[src/rtl/mdio_pg_pkg.sv]
package mdio_pg_pkg;

    // access modes carried in PHY address bits [4:3]
    localparam logic [1:0] MODE_BYP  = 2'd0;
    localparam logic [1:0] MODE_REG  = 2'd2;
    localparam logic [1:0] MODE_PAGE = 2'd3;

    localparam logic [1:0] OPC_RD = 2'b10;
    localparam logic [1:0] OPC_WR = 2'b01;

    localparam int HALF_W = 16;
    localparam int WORD_W = 32;
    localparam int SUB_W  = 3;

    typedef struct packed {
        logic       is_rd;
        logic [4:0] phy;
        logic [4:0] ra;
    } mdio_hdr_t;

    typedef enum logic [1:0] {
        FS_IDLE,
        FS_HDR,
        FS_TA,
        FS_DATA
    } fstate_t;

    function automatic logic [1:0] mode_of(input logic [4:0] phy);
        return phy[4:3];
    endfunction

    function automatic logic opcode_ok(input logic [1:0] opc);
        return (opc == OPC_RD) || (opc == OPC_WR);
    endfunction

endpackage

[src/rtl/mdio_pg_sync.sv]
module mdio_pg_sync #(
    parameter int   STAGES  = 2,
    parameter logic RST_VAL = 1'b0
) (
    input  logic clk,
    input  logic rst,
    input  logic d,
    output logic q
);
    logic [STAGES-1:0] ff;

    for (genvar i = 0; i < STAGES; i++) begin : g_stage
        if (i == 0) begin : g_first
            always_ff @(posedge clk) begin
                if (rst) ff[0] <= RST_VAL;
                else     ff[0] <= d;
            end
        end else begin : g_next
            always_ff @(posedge clk) begin
                if (rst) ff[i] <= RST_VAL;
                else     ff[i] <= ff[i-1];
            end
        end
    end

    assign q = ff[STAGES-1];
endmodule

[src/rtl/mdio_pg_frame.sv]
module mdio_pg_frame
    import mdio_pg_pkg::*;
(
    input  logic              clk,
    input  logic              rst,
    input  logic              mdc_s,
    input  logic              mdio_s,
    input  logic              claim,
    input  logic [HALF_W-1:0] rd_half,
    output logic              hdr_stb,
    output mdio_hdr_t         hdr,
    output logic              wr_stb,
    output logic [HALF_W-1:0] wr_data,
    output logic              frame_end,
    output logic              mdio_out,
    output logic              mdio_oe
);
    fstate_t           state;
    logic [3:0]        cnt;
    logic [HALF_W-1:0] sh;
    logic [HALF_W-1:0] tx_sh;
    logic              mdc_d;
    logic              rise;
    logic [12:0]       hdr_bits;
    logic              answer;

    assign rise     = mdc_s & ~mdc_d;
    // second start bit, opcode, PHY address, register address
    assign hdr_bits = {sh[11:0], mdio_s};
    assign answer   = hdr.is_rd & claim;

    always_ff @(posedge clk) begin
        if (rst) begin
            state     <= FS_IDLE;
            cnt       <= '0;
            sh        <= '0;
            tx_sh     <= '0;
            mdc_d     <= 1'b0;
            hdr       <= '0;
            hdr_stb   <= 1'b0;
            wr_stb    <= 1'b0;
            wr_data   <= '0;
            frame_end <= 1'b0;
            mdio_out  <= 1'b1;
            mdio_oe   <= 1'b0;
        end else begin
            mdc_d     <= mdc_s;
            hdr_stb   <= 1'b0;
            wr_stb    <= 1'b0;
            frame_end <= 1'b0;
            if (rise) begin
                case (state)
                    FS_IDLE: begin
                        if (!mdio_s) begin
                            state <= FS_HDR;
                            cnt   <= '0;
                        end
                    end
                    FS_HDR: begin
                        sh  <= {sh[HALF_W-2:0], mdio_s};
                        cnt <= cnt + 4'd1;
                        if (cnt == 4'd12) begin
                            cnt <= '0;
                            if (hdr_bits[12] && opcode_ok(hdr_bits[11:10])) begin
                                hdr.is_rd <= (hdr_bits[11:10] == OPC_RD);
                                hdr.phy   <= hdr_bits[9:5];
                                hdr.ra    <= hdr_bits[4:0];
                                hdr_stb   <= 1'b1;
                                state     <= FS_TA;
                            end else begin
                                state <= FS_IDLE;
                            end
                        end
                    end
                    FS_TA: begin
                        cnt <= cnt + 4'd1;
                        if (cnt == 4'd0) begin
                            if (answer) begin
                                mdio_oe  <= 1'b1;
                                mdio_out <= 1'b0;
                            end
                        end else begin
                            state <= FS_DATA;
                            cnt   <= '0;
                            if (answer) begin
                                mdio_out <= rd_half[HALF_W-1];
                                tx_sh    <= {rd_half[HALF_W-2:0], 1'b0};
                            end
                        end
                    end
                    default: begin
                        sh  <= {sh[HALF_W-2:0], mdio_s};
                        cnt <= cnt + 4'd1;
                        if (answer) begin
                            mdio_out <= tx_sh[HALF_W-1];
                            tx_sh    <= {tx_sh[HALF_W-2:0], 1'b0};
                        end
                        if (cnt == 4'd15) begin
                            state     <= FS_IDLE;
                            mdio_oe   <= 1'b0;
                            mdio_out  <= 1'b1;
                            frame_end <= 1'b1;
                            if (!hdr.is_rd) begin
                                wr_stb  <= 1'b1;
                                wr_data <= {sh[HALF_W-2:0], mdio_s};
                            end
                        end
                    end
                endcase
            end
        end
    end
endmodule

[src/rtl/mdio_pg_xlate.sv]
module mdio_pg_xlate
    import mdio_pg_pkg::*;
#(
    parameter int PAGE_W = 10,
    localparam int AW    = PAGE_W + SUB_W + 6
) (
    input  logic              clk,
    input  logic              rst,
    input  logic              hdr_stb,
    input  mdio_hdr_t         hdr,
    input  logic              wr_stb,
    input  logic [HALF_W-1:0] wr_data,
    input  logic              frame_end,
    input  logic [WORD_W-1:0] reg_rdata,
    output logic              claim,
    output logic [HALF_W-1:0] rd_half,
    output logic [AW-1:0]     reg_addr,
    output logic [WORD_W-1:0] reg_wdata,
    output logic              reg_we,
    output logic              reg_re,
    output logic              byp_valid,
    output logic [SUB_W-1:0]  byp_phy,
    output logic [PAGE_W-1:0] page_o
);
    logic [PAGE_W-1:0] page_q;
    logic [HALF_W-1:0] stage_lo;
    logic [HALF_W-1:0] upper_q;
    logic              fetch_pend;
    logic [1:0]        mode;
    logic              hi_half;
    logic [AW-1:0]     word_addr;

    assign mode      = mode_of(hdr.phy);
    assign hi_half   = hdr.ra[0];
    assign claim     = (mode == MODE_REG) || (mode == MODE_PAGE);
    assign word_addr = {page_q, hdr.phy[SUB_W-1:0], hdr.ra[4:1], 2'b00};
    assign page_o    = page_q;

    always_ff @(posedge clk) begin
        if (rst) begin
            page_q     <= '0;
            stage_lo   <= '0;
            upper_q    <= '0;
            fetch_pend <= 1'b0;
            rd_half    <= '0;
            reg_addr   <= '0;
            reg_wdata  <= '0;
            reg_we     <= 1'b0;
            reg_re     <= 1'b0;
            byp_valid  <= 1'b0;
            byp_phy    <= '0;
        end else begin
            reg_we     <= 1'b0;
            reg_re     <= 1'b0;
            fetch_pend <= reg_re;
            if (fetch_pend) begin
                rd_half <= reg_rdata[HALF_W-1:0];
                upper_q <= reg_rdata[WORD_W-1:HALF_W];
            end
            if (hdr_stb) begin
                case (mode)
                    MODE_REG: begin
                        if (hdr.is_rd) begin
                            if (hi_half) begin
                                rd_half <= upper_q;
                            end else begin
                                reg_re   <= 1'b1;
                                reg_addr <= word_addr;
                            end
                        end
                    end
                    MODE_PAGE: begin
                        if (hdr.is_rd) rd_half <= '0;
                    end
                    MODE_BYP: begin
                        byp_valid <= 1'b1;
                        byp_phy   <= hdr.phy[SUB_W-1:0];
                    end
                    default: ;
                endcase
            end
            if (wr_stb) begin
                if (mode == MODE_REG) begin
                    if (hi_half) begin
                        reg_we    <= 1'b1;
                        reg_addr  <= word_addr;
                        reg_wdata <= {wr_data, stage_lo};
                    end else begin
                        stage_lo <= wr_data;
                    end
                end else if (mode == MODE_PAGE) begin
                    page_q <= wr_data[PAGE_W-1:0];
                end
            end
            if (frame_end) byp_valid <= 1'b0;
        end
    end
endmodule

[src/rtl/mdio_pg_bridge.sv]
module mdio_pg_bridge
    import mdio_pg_pkg::*;
#(
    parameter int PAGE_W      = 10,
    parameter int SYNC_STAGES = 2
) (
    input  logic                clk,
    input  logic                rst,
    input  logic                mdc,
    input  logic                mdio_in,
    output logic                mdio_out,
    output logic                mdio_oe,
    output logic                byp_valid,
    output logic [2:0]          byp_phy,
    output logic [PAGE_W+8:0]   reg_addr,
    output logic [31:0]         reg_wdata,
    output logic                reg_we,
    output logic                reg_re,
    input  logic [31:0]         reg_rdata
);
    logic              mdc_s;
    logic              mdio_s;
    logic              claim;
    logic [HALF_W-1:0] rd_half;
    logic              hdr_stb;
    mdio_hdr_t         hdr;
    logic              wr_stb;
    logic [HALF_W-1:0] wr_data;
    logic              frame_end;
    logic [PAGE_W-1:0] page_cur;

    mdio_pg_sync #(.STAGES(SYNC_STAGES), .RST_VAL(1'b0)) u_sync_mdc (
        .clk(clk), .rst(rst), .d(mdc), .q(mdc_s)
    );

    mdio_pg_sync #(.STAGES(SYNC_STAGES), .RST_VAL(1'b1)) u_sync_mdio (
        .clk(clk), .rst(rst), .d(mdio_in), .q(mdio_s)
    );

    mdio_pg_frame u_frame (
        .clk(clk), .rst(rst), .mdc_s(mdc_s), .mdio_s(mdio_s),
        .claim(claim), .rd_half(rd_half),
        .hdr_stb(hdr_stb), .hdr(hdr), .wr_stb(wr_stb), .wr_data(wr_data),
        .frame_end(frame_end), .mdio_out(mdio_out), .mdio_oe(mdio_oe)
    );

    mdio_pg_xlate #(.PAGE_W(PAGE_W)) u_xlate (
        .clk(clk), .rst(rst), .hdr_stb(hdr_stb), .hdr(hdr),
        .wr_stb(wr_stb), .wr_data(wr_data), .frame_end(frame_end),
        .reg_rdata(reg_rdata), .claim(claim), .rd_half(rd_half),
        .reg_addr(reg_addr), .reg_wdata(reg_wdata), .reg_we(reg_we),
        .reg_re(reg_re), .byp_valid(byp_valid), .byp_phy(byp_phy),
        .page_o(page_cur)
    );
endmodule

[config.mk]
export PLATFORM = sky130hd
export DESIGN_NAME = mdio_pg_bridge
export DESIGN_NICKNAME = d
export VERILOG_FILES = /design/src/rtl/mdio_pg_pkg.sv /design/src/rtl/mdio_pg_sync.sv /design/src/rtl/mdio_pg_frame.sv /design/src/rtl/mdio_pg_xlate.sv /design/src/rtl/mdio_pg_bridge.sv
export SDC_FILE = /design/constraint.sdc
export NUM_CORES = 1
export LEC_CHECK = 0
export ABC_CLOCK_PERIOD_IN_PS = 2800
export BUFFER_PORTS_ARGS = -buffer_cell sky130_fd_sc_hd__buf_2
export CAP_MARGIN = 20
export CORE_AREA = 3 3 139 100
export CTS_CLUSTER_SIZE = 16
export DETAILED_ROUTE_END_ITERATION = 7
export DIE_AREA = 0 0 142 103
export GPL_TIMING_DRIVEN = 0
export PLACE_DENSITY = 0.76
export SYNTH_ARGS = -nofsm -noshare
export SYNTH_HDL_FRONTEND = slang
export SYNTH_SLANG_ARGS = --single-unit
[constraint.sdc]
create_clock -name clk -period 2.8 [get_ports clk]
set_input_delay 0.56 -clock clk [delete_from_list [all_inputs] [get_ports clk]]
set_output_delay 0.56 -clock clk [all_outputs]
set_load 0.1 [all_outputs]
==> flow_summary_export.csv, run 1 <==
group,metric,value,unit
status,status,"complete, no violations",
worst_setup_path,cp_top_family,"simple AND/OR/NAND/NOR gates",
worst_setup_path,crit_path_end_kind,"flop",
cts,cts_setup_buffers,0,
routing,wl_met3,1288,um
layout,drive_gt1_share,17.31,%
layout,nets,947,
global_route,track_usage,24.42,%
synthesis,synth_edf_count,0,
cts,clkSinkCount,189,
timing,period_share,85.39,%
cts,cts.reportedPaths.clkPinSlew,0.07,ns
layout,fillCellCount,1019,
run,maxCapViolations,0,
routing,drt-initial-drc-count,412,
layout,num_antenna_cells,0,
placement,gp_congestion,0.8698,
floorplan,die_y,103,um
floorplan,die_x,142,um
cts,cts_tree,"yes",
synthesis,ys.flop_type,"dfxtp_1",
global_route,grt-ovfl-total,0,
power_and_ir_drop,p_leak,3.146,nW
timing,finClkSkew,0.007225,ns
timing,rsz0062_at_grt,"no",
routing,wl_met1,8817,um
floorplan,core,12550,um^2
synthesis,yosysSeqAreaShare,52.60,%
synthesis,synth_fa_ha_area_share,1.392,%
floorplan,initial_utilization,57.32,%
cts,clock_tree.buffer_depth,2,
power_and_ir_drop,p_per_area,626.3,nW/um^2
cts,worstSkewPairLatency,0.42,ns
worst_setup_path,worst_path_largest_cell_delay,0.51,ns
floorplan,pin_count,95,
power_and_ir_drop,finalPower,5.304,mW
routing,routed_wl,17710,um
power_and_ir_drop,ir_drop,424.7,uV
routing,drtAntennaViolNets,0,
timing,timing.setup.tns,0,ns
global_route,grt_start_max_net_pins,17,
worst_setup_path,rrSetupSlack,0.41,ns
routing,vias_per_cell,5.500,
layout,final_cell_area,8469,um^2
timing,fmax,418.3,MHz
cts,clockRootBuffer,"clkbuf_16",
synthesis,synth-seq-cells,189,
layout,areaGrowthSynthToFinish,17.74,%
routing,dr.pass1.iters,5,
global_route,grt_first_pass_wirelength,27790,um
timing,final_hold_viol_count,0,
synthesis,syn-cell-area,7193,um^2
timing,final-setup-viol-count,0,
timing,slew_headroom,49.69,%
synthesis,ys_types,46,
routing,drc,0,
placement,place_area,7861,um^2
timing,finalMaxSlewViolations,0,
routing,wire_per_inst,16.47,um
placement,portBuffers,93,
global_route,first_global_vias,5383,
synthesis,syn-instance-count,791,
timing,fin_crit,2.391,ns
synthesis,yosys_warnings,0,
synthesis,synth.area.mux_share,13.20,%
worst_hold_path,hold_path_class,"in -> reg",
floorplan,num_rows,34,
routing,highest-signal-layer,"met4",
global_route,antenna_found_initial,0,
cts,cts_resized,0,
cts,cts_hold_buf,0,
synthesis,synth_nets,835,
cts,htreeDepth,4,
worst_setup_path,crit_chain,"inv_1 -> ha_1 -> and4bb_2 -> nor4b_4 -> buf_2 -> nor2_1 -> a211oi_1",
routing,wl_met2,7432,um
synthesis,synth_compound_area_share,9.967,%
timing,holdWs,0.3148,ns
synthesis,synth_top_family_by_area,"simple AND/OR/NAND/NOR gates",
routing,vias,5912,
worst_setup_path,worstSetupStartpointType,"flop",
synthesis,ys_async_sr_fraction,0,%
synthesis,avgSynthCellArea,9.094,um^2
worst_setup_path,crit_buf_inv,2,
worst_setup_path,crit_fanout,10,
worst_setup_path,crit_slowest_cell,"nor4b_4",
synthesis,yosys.area_share.xor_xnor,0,%
cts,cts_buffers,17,
floorplan,die_area,14630,um^2
worst_setup_path,required,3.13,ns
synthesis,yosys.area_share.simple,19.17,%
placement,hpwl,12620,um
worst_setup_path,crit_type,"reg -> reg",
worst_setup_path,arrival,2.72,ns
layout,fin_util,67.49,%
timing,worst_slew_pin_slew,0.7489,ns
-- layer usage --
layer	vias up	track usage, %
met2	187	35.38
met5	-	0
met1	2818	37.13
li1	2890	-
met3	17	5.424
met4	0	5.678
-- cell families after synthesis --
family                     after synthesis
and+or+nand+nor                        316
buffers and inverters                   64
DFF                                    189
muxes                                   93
AOI/OAI and AO/OA                      121
adders and majority gates                8
-- placed cells by master, fill, tap and decap left out, types with 3 or more instances in the layout --
master      Yosys  layout
nor4_1          8       8
ha_1            8       8
a22oi_1        16      16
nor2_1        102     102
or2_2           3       3
nand2b_1        6       6
a211oi_1       14      14
buf_2          10     103
nor2b_1         6       6
or3_1           3       3
clkinvlp_4      0       3
clkbuf_1       41      42
nor3_1          4       4
inv_1           9       9
clkbuf_16       0      17
a21oi_1        79      79
mux2i_1        78      78
mux2_2         15      15
dfxtp_1       189     189
nand3_1         5       5
or4_1           3       3
bufinv_16       0       4
nand2_1       160     160
-- worst paths after layout --
| kind | startpoint | to | depth (start not counted) |
|---|---|---|---|
| max | u_frame.state[0] | u_frame.tx_sh[13] | 7 |
| min | mdio_in | u_sync_mdio.ff[0] | 2 |
| max reg2reg | u_frame.state[0] | u_frame.tx_sh[13] | 7 |
| min reg2reg | u_frame.frame_end | u_xlate.byp_valid | 1 |
-- synth_stat cells (all sizes together), types with 2 or more instances --
cell,count,area share [%]
a211oi,14,1.5
a21oi,79,5.5
a22oi,16,1.7
a31o,2,0.24
and3,2,0.17
buf,14,1.1
clkbuf,41,2.1
dfxtp,189,53
ha,8,1.4
inv,9,0.47
mux2,15,2.3
mux2i,78,11
nand2,160,8.3
nand2b,6,0.52
nand3,5,0.35
nand3b,2,0.21
nor2,102,5.3
nor2b,6,0.52
nor3,4,0.28
nor3b,2,0.21
nor4,9,0.99
o32ai,2,0.24
or2,3,0.26
or3,4,0.42
or3b,2,0.24
or4,3,0.31
-- registers in the layout, indices dropped and copies added, names as in the netlist, 2 cells and up --
signal             flops
u_xlate.byp_phy        3
u_frame.wr_data       16
u_xlate.reg_addr      19
u_frame.hdr           11
u_frame.state          2
u_xlate.page_o        10
u_xlate.upper_q       16
u_frame.tx_sh         15
u_xlate.rd_half       16
u_frame.sh            15
u_xlate.stage_lo      16
u_frame.cnt            4
u_xlate.reg_wdata     32
-- where the power goes --
| group | leakage [nW] | switching (mW) | internal (mW) |
|---|---|---|---|
| clock | 0.288 | 1.00 | 1.51 |
| sequential | 1.52 | 0.00238 | 2.69 |
| combinational | 1.34 | 0.0711 | 0.0287 |
-- final cells by class --
type | instances | area [um^2] | area share (%)
clock buffer | 19 | 442.9 | 5.230
timing repair buffer | 93 | 465.4 | 5.496
buffer | 55 | 230.2 | 2.718
sequential | 189 | 3784 | 44.67
tap | 162 | 202.7 | 2.393
inverter | 9 | 33.78 | 0.3989
clock inverter | 10 | 165.2 | 1.950
multi-input combinational | 538 | 3146 | 37.14
-- stage by stage --
step / worst slack (ns) / std cells
6_report: 0.4092 / 1075
5_1_grt: 0.2575 / 1075
4_1_cts: 0.4477 / 1075
3_5_place_dp: 0.4762 / 1046
3_3_place_gp: 0.5107 / 1046
2_1_floorplan: 0.6693 / 791
(Power assumes the default switching activity.)
==> inputs of run 2 (changes only) <==
- ABC_AREA: default -> 1
- CORE_AREA: 3 3 139 100 -> 3 3 139 101
- DIE_AREA: 0 0 142 103 -> 0 0 142 104
- PLACE_DENSITY: 0.76 -> 0.75
==> flow_summary_export.csv, run 2 <==
group,metric,value,unit
status,status,"complete, no violations",
synthesis,synthTopCellsByArea,"dfxtp_1 53%, nor2_1 9.7%, nand2_1 8.6%, o21ai_0 8.0%, a21oi_1 6.1%",
placement,portBuffers,94,
cts,cts_tree,"yes",
worst_setup_path,crit_chain,"inv_1 -> ha_1 -> buf_2 -> nor2_1 -> nand2_1 -> inv_2 -> buf_2 -> nor2_1 -> nor2_1",
synthesis,ys_async_sr_fraction,0,%
global_route,track_usage,24.60,%
global_route,first_global_vias,5777,
global_route,antenna_found_initial,0,
routing,wl_met2,6943,um
routing,highest-signal-layer,"met4",
synthesis,synth_top_cell_by_area,"dfxtp_1",
timing,slew_headroom,62.40,%
worst_setup_path,r2r_cells,9,
synthesis,syn-cell-area,7199,um^2
timing,final_hold_viol_count,0,
synthesis,synth_edf_count,0,
layout,fin_util,65.17,%
global_route,grt-ovfl-total,0,
timing,timing.final.ws_setup,0.8476,ns
layout,nets,1108,
layout,areaGrowthSynthToFinish,16.94,%
power_and_ir_drop,p_leak,3.779,nW
power_and_ir_drop,p_per_area,598.8,nW/um^2
layout,reg_top3,"u_xlate.reg_wdata x32, u_xlate.reg_addr x19",
routing,drt-initial-drc-count,526,
timing,fmax,512.2,MHz
timing,finalMaxSlewViolations,0,
timing,final-setup-viol-count,0,
synthesis,syn-instance-count,951,
run,maxCapViolations,0,
worst_setup_path,crit_fanout,10,
cts,cts_hold_buf,0,
worst_hold_path,hold_depth,2,
worst_setup_path,cpMostUsedCell,"nor2_1",
synthesis,synth_top_area_share,52.55,%
synthesis,yosys.area_share.xor_xnor,0,%
cts,cts.reportedPaths.clkPinSlew,0.07,ns
floorplan,die_y,104,um
timing,worst_slew_pin_slew,0.5640,ns
layout,largest_register_ffs,32,
timing,fin_crit,1.952,ns
synthesis,synth-seq-cells,189,
synthesis,synthTopCellsByCount,"189 x dfxtp_1, 186 x nor2_1, 165 x nand2_1, 115 x o21ai_0, 88 x a21oi_1",
placement,place_area,7878,um^2
layout,regMostFlops,"u_xlate.reg_wdata",
synthesis,yosys_warnings,0,
worst_setup_path,arrival,2.30,ns
routing,drc,0,
cts,htreeDepth,4,
routing,wire_per_inst,14.31,um
placement,hpwl,12570,um
synthesis,synth_compound_area_share,17.17,%
cts,worstSkewPairLatency,0.42,ns
synthesis,synth.area.mux_share,0,%
routing,wl_met1,9290,um
floorplan,die_area,14770,um^2
timing,finClkSkew,0.01240,ns
layout,final_cell_area,8419,um^2
timing,holdWs,0.3386,ns
worst_setup_path,required,3.15,ns
timing,period_share,69.73,%
synthesis,ys_types,29,
cts,cts_resized,0,
worst_setup_path,reg2reg_from,"u_frame.state[0]",
synthesis,yosysMostFrequentCell,"dfxtp_1",
synthesis,ys.flop_type,"dfxtp_1",
worst_setup_path,worstSetupStartpointType,"flop",
routing,wl_met3,1429,um
worst_setup_path,worst_path_largest_cell_delay,0.41,ns
global_route,grt_start_max_net_pins,18,
worst_hold_path,hold_path_end,"u_sync_mdio.ff[0]",
layout,final_common_cell,"dfxtp_1",
worst_setup_path,crit_type,"reg -> reg",
routing,vias_per_cell,5.164,
timing,rsz0062_at_grt,"no",
routing,vias,6419,
timing,timing.setup.tns,0,ns
layout,drive_gt1_share,16.71,%
power_and_ir_drop,ir_drop,448.7,uV
floorplan,die_x,142,um
global_route,grt_first_pass_wirelength,29500,um
worst_setup_path,crit_path_end_kind,"flop",
layout,mostFrequentLayoutCells,"189 x dfxtp_1, 186 x nor2_1, 165 x nand2_1, 115 x o21ai_0, 111 x buf_2",
synthesis,yosysSeqAreaShare,52.55,%
floorplan,num_rows,35,
worst_setup_path,crit_slowest_cell,"dfxtp_1",
synthesis,synth_top_family_by_area,"simple AND/OR/NAND/NOR gates",
synthesis,synth_fa_ha_area_share,1.390,%
synthesis,synth_nets,995,
synthesis,avgSynthCellArea,7.570,um^2
placement,post-place-ws,0.8440,ns
cts,cts_buffers,17,
floorplan,core,12920,um^2
worst_setup_path,r2r-end,"u_frame.sh[3]",
placement,gp_congestion,0.8536,
routing,drtAntennaViolNets,0,
layout,num_antenna_cells,0,
cts,clock_tree.buffer_depth,2,
cts,cts_setup_buffers,0,
routing,routed_wl,17790,um
cts,clockRootBuffer,"clkbuf_16",
synthesis,yosys.area_share.simple,22.11,%
floorplan,pin_count,95,
worst_setup_path,rrSetupSlack,0.85,ns
cts,clkSinkCount,189,
worst_hold_path,hold_start,"mdio_in",
worst_hold_path,hold_path_class,"in -> reg",
floorplan,initial_utilization,55.73,%
routing,dr.pass1.iters,6,
[run 2: cell types whose count changed after synthesis, moves of 14 or more]
cell and delta:
nor2_1 +84, a22oi_1 -16, o21ai_1 +38, mux2_2 -15, a211oi_1 -14, mux2i_1 -78, o21ai_0 +115, inv_1 +44
[run 2: cells by family after synthesis]
| family | after synthesis |
|---|---|
| compound gates | 245 |
| fa+ha+maj | 8 |
| buf+inv | 117 |
| flops | 189 |
| simple gates | 392 |
[run 2: per-stage QoR]
| step | total power, mW | cells |
|---|---|---|
| CTS | 5.067 | 1243 |
| floorplan | 2.813 | 951 |
| detailed placement | 2.867 | 1211 |
| global route | 5.203 | 1243 |
| finish | 5.041 | 1243 |
| global placement | 2.867 | 1211 |
[run 2: final cells by class]
class                      instances  area (um^2)
buffer                            53        247.7
clock buffer                      19        432.9
clock inverter                    13        108.9
fill                            1121         4499
inverter                          64        240.2
multi-input combinational        645         2928
sequential                       189         3784
tap                              166        207.7
timing repair buffer              94        470.5
[run 2: worst max-delay path: cells and delay by family (launching register included)]
kind,cells,cell delay (ns)
AND/OR/NAND/NOR,4,0.55
adder cells (fa/ha/maj),1,0.19
buffers and inverters,4,0.72
flip-flops,1,0.41
[run 2: routing by layer]
metal / track usage (%) / vias up
met3: 5.515 / 12
met4: 5.205 / 0
met5: 0 / -
li1: - / 3275
met2: 32.59 / 223
met1: 39.99 / 2909
[run 2: worst max path at each step]
stage	from	to	slack, ns	depth (start not counted)
floorplan	u_frame.state[0]	u_frame.tx_sh[5]	1.17	9
global placement	rst	u_frame.tx_sh[15]	0.87	6
detailed placement	rst	u_frame.tx_sh[2]	0.84	6
CTS	u_frame.state[0]	u_frame.sh[3]	0.87	9
global route	u_frame.state[0]	u_frame.sh[3]	0.67	9
finish	u_frame.state[0]	u_frame.sh[3]	0.85	9
[run 2: power breakdown]
part           total, mW  internal [mW]  leakage, nW  switching (mW)
clock               2.23           1.16        0.250            1.08
sequential          2.69           2.69         1.52         0.00298
combinational      0.114         0.0393         2.01          0.0749
